<file path="src/rtl/regbank_pkg.sv">
package regbank_pkg;
  localparam int KIND_W = 3;

  typedef enum logic [KIND_W-1:0] {
    LOC_EMPTY = 3'd0,
    LOC_RO    = 3'd1,
    LOC_WO    = 3'd2,
    LOC_RW    = 3'd3,
    LOC_W1C   = 3'd4,
    LOC_PAIR  = 3'd5
  } loc_kind_e;

  function automatic bit kind_stores(loc_kind_e k);
    return (k == LOC_RW) || (k == LOC_WO) || (k == LOC_W1C) || (k == LOC_PAIR);
  endfunction
endpackage

</file>
<file path="src/rtl/regbank_cell.sv">
module regbank_cell
  import regbank_pkg::*;
#(
  parameter loc_kind_e   KIND = LOC_RW,
  parameter int          DW   = 16,
  parameter logic [DW-1:0] RST = '0
) (
  input  logic          clk,
  input  logic          rst_n,
  input  logic          wr_hit,
  input  logic [DW-1:0] wdata,
  input  logic [DW-1:0] hw_val,
  input  logic [DW-1:0] set_ev,
  output logic [DW-1:0] q,
  output logic [DW-1:0] rd_val
);
  localparam bit            STORES = kind_stores(KIND);
  localparam logic [DW-1:0] RST_Q  = STORES ? RST : '0;

  logic [DW-1:0] q_nxt;

  always_comb begin
    q_nxt  = q;
    rd_val = '0;
    case (KIND)
      LOC_RW: begin
        if (wr_hit) q_nxt = wdata;
        rd_val = q;
      end
      LOC_WO: begin
        if (wr_hit) q_nxt = wdata;
      end
      LOC_PAIR: begin
        if (wr_hit) q_nxt = wdata;
        rd_val = hw_val;
      end
      LOC_W1C: begin
        q_nxt  = (q & ~(wr_hit ? wdata : '0)) | set_ev;
        rd_val = q;
      end
      LOC_RO: begin
        q_nxt  = '0;
        rd_val = hw_val;
      end
      default: q_nxt = '0;
    endcase
  end

  always_ff @(posedge clk) begin
    if (!rst_n) q <= RST_Q;
    else        q <= q_nxt;
  end

  generate
    if (KIND == LOC_W1C) begin : g_w1c_chk
      p_set_wins_r7: assert property (@(posedge clk) disable iff (!rst_n)
        (|set_ev) |=> ((q & $past(set_ev)) == $past(set_ev)));
      p_clear_r6: assert property (@(posedge clk) disable iff (!rst_n)
        (wr_hit && !(|set_ev)) |=> (q == ($past(q) & ~$past(wdata))));
    end else if (STORES) begin : g_load_chk
      p_write_load_r2: assert property (@(posedge clk) disable iff (!rst_n)
        wr_hit |=> (q == $past(wdata)));
      p_hold_r4: assert property (@(posedge clk) disable iff (!rst_n)
        !wr_hit |=> $stable(q));
    end
  endgenerate
endmodule

</file>
<file path="src/rtl/regbank_rdmux.sv">
module regbank_rdmux #(
  parameter int N_LOC = 8,
  parameter int DW    = 16,
  parameter int AW    = 4
) (
  input  logic                clk,
  input  logic                rst_n,
  input  logic                rd_en,
  input  logic [AW-1:0]       addr,
  input  logic [N_LOC*DW-1:0] vals,
  output logic [DW-1:0]       rdata
);
  logic [DW-1:0] sel;

  always_comb begin
    sel = '0;
    for (int i = 0; i < N_LOC; i++) begin
      if (addr == AW'(i)) sel = vals[i*DW +: DW];
    end
  end

  always_ff @(posedge clk) begin
    if (!rst_n)     rdata <= '0;
    else if (rd_en) rdata <= sel;
    else            rdata <= '0;
  end

  p_idle_zero_r9: assert property (@(posedge clk) disable iff (!rst_n)
    !rd_en |=> (rdata == '0));
  p_unmapped_r8: assert property (@(posedge clk) disable iff (!rst_n)
    (rd_en && (int'(addr) >= N_LOC)) |=> (rdata == '0));
endmodule

</file>
<file path="src/rtl/regbank_mixed.sv">
module regbank_mixed
  import regbank_pkg::*;
#(
  parameter int N_LOC = 8,
  parameter int DW    = 16,
  parameter int AW    = 4,
  parameter logic [N_LOC*KIND_W-1:0] LOC_KIND =
    {3'd0, 3'd0, 3'd3, 3'd5, 3'd4, 3'd2, 3'd1, 3'd3},
  parameter logic [N_LOC*DW-1:0] RST_VAL =
    {16'h0000, 16'h0000, 16'hBEEF, 16'h0042,
     16'h000F, 16'h00A5, 16'h0000, 16'h1234}
) (
  input  logic                clk,
  input  logic                rst_n,
  input  logic [AW-1:0]       bus_addr,
  input  logic                bus_wr,
  input  logic [DW-1:0]       bus_wdata,
  input  logic                bus_rd,
  output logic [DW-1:0]       bus_rdata,
  input  logic [N_LOC*DW-1:0] hw_value,
  input  logic [N_LOC*DW-1:0] hw_set,
  output logic [N_LOC*DW-1:0] reg_q
);
  logic [N_LOC*DW-1:0] rd_vals;

  for (genvar i = 0; i < N_LOC; i++) begin : g_loc
    localparam loc_kind_e K = loc_kind_e'(LOC_KIND[i*KIND_W +: KIND_W]);
    logic hit;
    assign hit = bus_wr && (bus_addr == AW'(i));

    regbank_cell #(
      .KIND (K),
      .DW   (DW),
      .RST  (RST_VAL[i*DW +: DW])
    ) u_cell (
      .clk    (clk),
      .rst_n  (rst_n),
      .wr_hit (hit),
      .wdata  (bus_wdata),
      .hw_val (hw_value[i*DW +: DW]),
      .set_ev (hw_set[i*DW +: DW]),
      .q      (reg_q[i*DW +: DW]),
      .rd_val (rd_vals[i*DW +: DW])
    );
  end

  regbank_rdmux #(
    .N_LOC (N_LOC),
    .DW    (DW),
    .AW    (AW)
  ) u_rdmux (
    .clk   (clk),
    .rst_n (rst_n),
    .rd_en (bus_rd),
    .addr  (bus_addr),
    .vals  (rd_vals),
    .rdata (bus_rdata)
  );
endmodule

</file>
<file path="config.mk">
export PLATFORM = sky130hd
export DESIGN_NAME = regbank_mixed
export DESIGN_NICKNAME = d
export VERILOG_FILES = /design/src/rtl/regbank_pkg.sv /design/src/rtl/regbank_cell.sv /design/src/rtl/regbank_rdmux.sv /design/src/rtl/regbank_mixed.sv
export SDC_FILE = /design/constraint.sdc
export NUM_CORES = 1
export LEC_CHECK = 0
export BUFFER_PORTS_ARGS = -buffer_cell sky130_fd_sc_hd__buf_2
export CORE_AREA = 2 2 162 164
export CTS_CLUSTER_DIAMETER = 60
export CTS_CLUSTER_SIZE = 25
export DETAILED_ROUTE_END_ITERATION = 12
export DIE_AREA = 0 0 164 166
export PLACE_DENSITY = 0.44
export REMOVE_ABC_BUFFERS = 1
export SKIP_CTS_REPAIR_TIMING = 1
export SLEW_MARGIN = 20
export SYNTH_ARGS = -nofsm -noshare
export SYNTH_HDL_FRONTEND = slang
export SYNTH_SLANG_ARGS = --single-unit
</file>
<file path="constraint.sdc">
create_clock -name clk -period 1.36 [get_ports clk]
set_clock_uncertainty 0.05 [all_clocks]
set_input_delay 0.136 -clock clk [delete_from_list [all_inputs] [get_ports clk]]
set_output_delay 0.136 -clock clk [all_outputs]
set_load 0.1 [all_outputs]
</file>
# Word level (Yosys, flattened, before mapping)
# Index checks and enable logic that the tools add are counted.
[classes]
addsub = 0
mul = 0
div_mod_pow = 0
n_lt_le_gt_ge = 0
n_eq_ne = 7
shifts = 0
n_mux = 7
bitwise_logic = 5
n_reduce_logical = 7
[ops]
columns = ["operator", "n"]
rows = [
  ["16-bit two-way mux", 7],
  ["16-bit bitwise AND", 1],
  ["4-bit by 3-bit == test with 1-bit output, second input constant", 4],
  ["16-bit NOT", 1],
  ["16-bit OR", 1],
  ["4-bit by 2-bit == test with 1-bit output, second input constant", 2],
  ["1-bit logical AND", 5],
  ["4-bit by 1-bit == test with 1-bit output, second input constant", 1],
  ["4-bit logical NOT", 1],
  ["4-bit OR reduction", 1],
  ["1-bit NOT", 2],
]
[word_totals]
reg_bits = 96
latch_bits = 0
mem_bits_rw = 0
romBits = 0
input_bits = 280
out_inout_bits = 144
wordCells = 32
mem_count = 0

# Logic depth before layout (Yosys ltp)
[logic_depth]
depth_word = 7
depth_mapped = 6
depth_no_buf = 3

# Cells and area by module
# From an unflattened synthesis, not the netlist that was laid out.
[unflattened]
cells_unflattened = 687
hier_area_um2 = 6087.1
[modules_own_cells]
columns = ["mod", "n_inst", "cells_each", "area_each_um2", "seq_area_each_um2"]
rows = [
  ["regbank_rdmux", 1, 226, 1701.6, 320.3],
  ["regbank_cell at g_loc[1].u_cell ...", 3, 33, 244.0, 0.0],
  ["regbank_cell at g_loc[4].u_cell", 1, 67, 730.7, 320.3],
  ["regbank_cell at g_loc[2].u_cell", 1, 68, 729.4, 320.3],
  ["regbank_cell at g_loc[0].u_cell", 1, 67, 723.2, 320.3],
  ["regbank_cell at g_loc[5].u_cell", 1, 67, 703.2, 320.3],
  ["regbank_cell at g_loc[3].u_cell", 1, 80, 694.4, 320.3],
  ["regbank_mixed", 1, 13, 72.6, 0.0],
]

# Worst setup path after synthesis
# Ideal clock, no wire load.
[synth_path]
path_type = "flip-flop to flip-flop"
start = "register g_loc[0].u_cell.q[2]"
end = "register u_rdmux.rdata[2]"
setup_ns = 0.086
t_arrival_ns = 1.531
path_slack_ns = -0.307
path_stages_with_launch = 4
period_less_slack_ns = 1.667
cell_sequence = "dfxtp_1 -> mux2_2 -> a22oi_1 -> a211oi_1"
[synth_via]
elab_chain_cells = 6
[synth_lines]
columns = ["element", "line_no", "text"]
rows = [
  ["start: declaration", "regbank_cell.sv:14", "output logic [DW-1:0] q,"],
  ["start signal: assignment", "regbank_cell.sv:51", "else q <= q_nxt;"],
  ["16-bit two-way mux (6 in a row)", "regbank_rdmux.sv:18", "if (addr == AW'(i)) sel = vals[i*DW +: DW];"],
  ["end signal: assignment", "regbank_rdmux.sv:24", "else if (rd_en) rdata <= sel;"],
  ["end: declaration", "regbank_rdmux.sv:11", "output logic [DW-1:0] rdata"],
]
# No other way between the ends.
# A chain may end at the register's enable or synchronous reset.

# Final worst setup path
[layout_path]
start = "register g_loc[4].u_cell.q[5]"
end = "output port reg_q[69]"
[layout_lines]
columns = ["element", "line_no", "text"]
rows = [
  ["start: declaration", "regbank_cell.sv:14", ""],
  ["start signal: assignment", "regbank_cell.sv:51", ""],
  ["end: declaration", "regbank_mixed.sv:22", "output logic [N_LOC*DW-1:0] reg_q"],
]
# No word-level cell between the ends.

==> impl_results.md <==
- Run status: finished with violations
- Failing checks: negative hold slack
- Delay-heaviest family, CP: buffers and inverters
- Max Cap Viol: 0
- Vias/cell: 4.282
- Crit path DAT: 1.17 ns
- Routed Antenna Nets: 0
- EDFF count, synth: 0
- Routed wire length: 19360 µm
- Crit path max fanout: 2
- Reg2reg end: u_rdmux.rdata[13]
- Die Ht: 166 µm
- Gr ovfl total: 0
- P_leak: 2.707 nW
- Final min period: 1.352 ns
- Via count of the first global-routing pass: 4279
- H-tree lvl count: 3
- Number of warnings issued by yosys: 0
- DR WL/cell: 18.28 µm
- Crit path cell chain: buf_2
- Share of cells above drive strength 1: 0.3867
- Mapped Area: 4599 µm²
- Setup TNS: 0 ns
- Pin count of the biggest net entering global routing: 45
- Crit path largest cell delay: 0.44 ns
- CP Capture Type: output port
- Fmax: 739.9 MHz
- Hold Startpoint: hw_set[60]
- Power per cell area: 1214 nW/µm²
- Final setup violation count: 0
- Rows: 59
- Worst reg2reg path startpoint: g_loc[0].u_cell.q[13]
- CTS buffer count: 9
- Vias: 4535
- Yosys cell types: 38
- I/O pins: 424
- Layout area overhead: 45.18%
- Multi-input gate area: 2171 µm²
- N_diodes: 0
- Max VDD drop: 0.0004480 V
- Drt pass-1 iters: 6
- Port Buf Inserts: 167
- Die width: 164 µm
- Die ar.: 27220 µm²
- Top_reg_cell synth: dfxtp_1
- Synth area leader: dfxtp_1
- Initial cell density of the core: 0.1796
- Clock transition at path regs: 0.07 ns
- Synth top area cells: dfxtp_1 (42%), nand3_1 (10%), o21ai_0 (9.4%), buf_4 (7.8%), a21oi_1 (4.4%)
- Synthesized area per cell: 8.711 µm²
- Post-Layout Cell Count: 1059
- Hold Crit Class: in2reg
- Share of the synthesized area in the top cell type: 0.4178
- Reg2reg setup slack: 0.17 ns
- Worst Setup Start Kind: flop
- CTS tree: yes
- Hold Path End: g_loc[3].u_cell.q[12]
- Slew HR: 0.6523
- Max Slew Vio Count: 0
- Core area: 25620 µm²
- Min Hold Slack: -0.01812 ns
- R2r worst-path depth: 3
- Tot GR Track Use: 0.1394
- Inst Count DP: 1034
- Clk_lat worst skew: 0.35 ns
- WHS Path Cells: 3
- HPWL Detailed: 14000 µm
- Filler cells: 2824
- WP buf/inv: 1
- Critical path required time: 1.17 ns
- Root buffer cell: clkbuf_16
- Maximum clock insertion buffer count: 2
- Synth Register Bits: 96
- Asr flop ratio synth: 0
- Seq/Total Area, Yosys: 0.4178
- Crit-path slowest cell: buf_2
- Mapped Cells: 528
- Tcrit/Tclk final: 0.9938
- 1st-iter DRT viols: 215
- Clock sinks: 96
- Register Area: 1922 µm²
- Nets: 1000
- First-pass GRT wire length: 28060 µm
- RSZ-0062 raised after global routing: false
- Measured slew at the worst slew-check pin: 0.5252 ns
- Initial antenna violation count: 1
- Hold Vio Cnt, Final: 5
- Utilization after layout: 0.2607
- # DRC: 0
- Gpl congestion: 0.7690
- CP Class: reg2out
## layout make-up
cell class,count,area share
Inverter,13,0.007307
Sequential cell,96,0.2878
Clock buffer,9,0.03373
Clock inverter,6,0.02061
Timing Repair Buffer,230,0.2627
Tap cell,335,0.06277
Multi-Input combinational cell,370,0.3251
## how the worst max path moves through the flow
stage | startpoint | endpoint | cells after the start
6_report | g_loc[4].u_cell.q[5] | reg_q[69] | 1
3_5_place_dp | bus_addr[0] | u_rdmux.rdata[6] | 5
4_1_cts | g_loc[3].u_cell.q[8] | reg_q[56] | 1
2_1_floorplan | g_loc[0].u_cell.q[2] | u_rdmux.rdata[2] | 3
3_3_place_gp | bus_addr[0] | u_rdmux.rdata[6] | 5
5_1_grt | g_loc[0].u_cell.q[6] | reg_q[6] | 1
## power breakdown
group	switching, mW	internal (mW)
registers	0.0567	2.88
logic	1.55	0.431
clock network	1.21	1.99
total	2.81	5.30
## registers in the layout, indices dropped and copies added, names as in the netlist
register,flops
u_rdmux.rdata,16
g_loc.u_cell.q,80
## stage by stage
stage / cell area, µm² / worst slack (ns) / power [mW]
6_report: 6678 / 0.008421 / 8.109
5_1_grt: 6678 / 0.0001753 / 8.398
4_1_cts: 6470 / -0.04909 / 8.193
3_5_place_dp: 6107 / -0.1906 / 4.947
3_3_place_gp: 6107 / -0.1451 / 4.945
2_1_floorplan: 4139 / -0.3184 / 4.313
## metal layers
| metal | track usage | up-vias | share of wire |
|---|---|---|---|
| met1 | 0.1989 | 2169 | 0.48 |
| met4 | 0.03127 | 2 | 0.011 |
| met2 | 0.2057 | 172 | 0.43 |
| met3 | 0.04196 | 14 | 0.080 |
| met5 | 0 | - | 0.00036 |
| li1 | - | 2178 | - |
## cell usage in the layout (no fill, tap or decap), types with 6 or more instances in the layout
master	instances
a211oi_1	6
o21ai_1	6
clkbuf_4	43
buf_2	114
buf_4	40
a211oi_2	10
conb_1	48
nand3_1	93
clkbuf_16	9
nor2_1	16
dlygate4sd3_1	10
o21ai_0	86
a21oi_1	40
a22oi_1	6
inv_1	12
a31oi_1	12
buf_12	23
mux2_2	16
a22oi_2	10
dfxtp_1	96
## synth_stat cells (12+ instances only)
| library cell | instances |
|---|---|
| mux2_2 | 16 |
| clkbuf_1 | 19 |
| inv_1 | 12 |
| nor2_1 | 16 |
| buf_4 | 48 |
| o21ai_0 | 86 |
| buf_2 | 16 |
| dfxtp_1 | 96 |
| nand3_1 | 93 |
| a21oi_1 | 40 |
| a31oi_1 | 12 |
## cell families (layout without fill, tap and decap cells)
family / count (synthesis) / after routing / share of synthesized area
DFF: 96 / 96 / 0.4178
and+or+nand+nor: 126 / 126 / 0.1515
other: 1 / 48 / 0.0008153
buffers and inverters: 109 / 258 / 0.1491
AOI/OAI and AO/OA: 180 / 180 / 0.2416
muxes: 16 / 16 / 0.03917
Note: power is estimated with default switching activity, not from simulation.
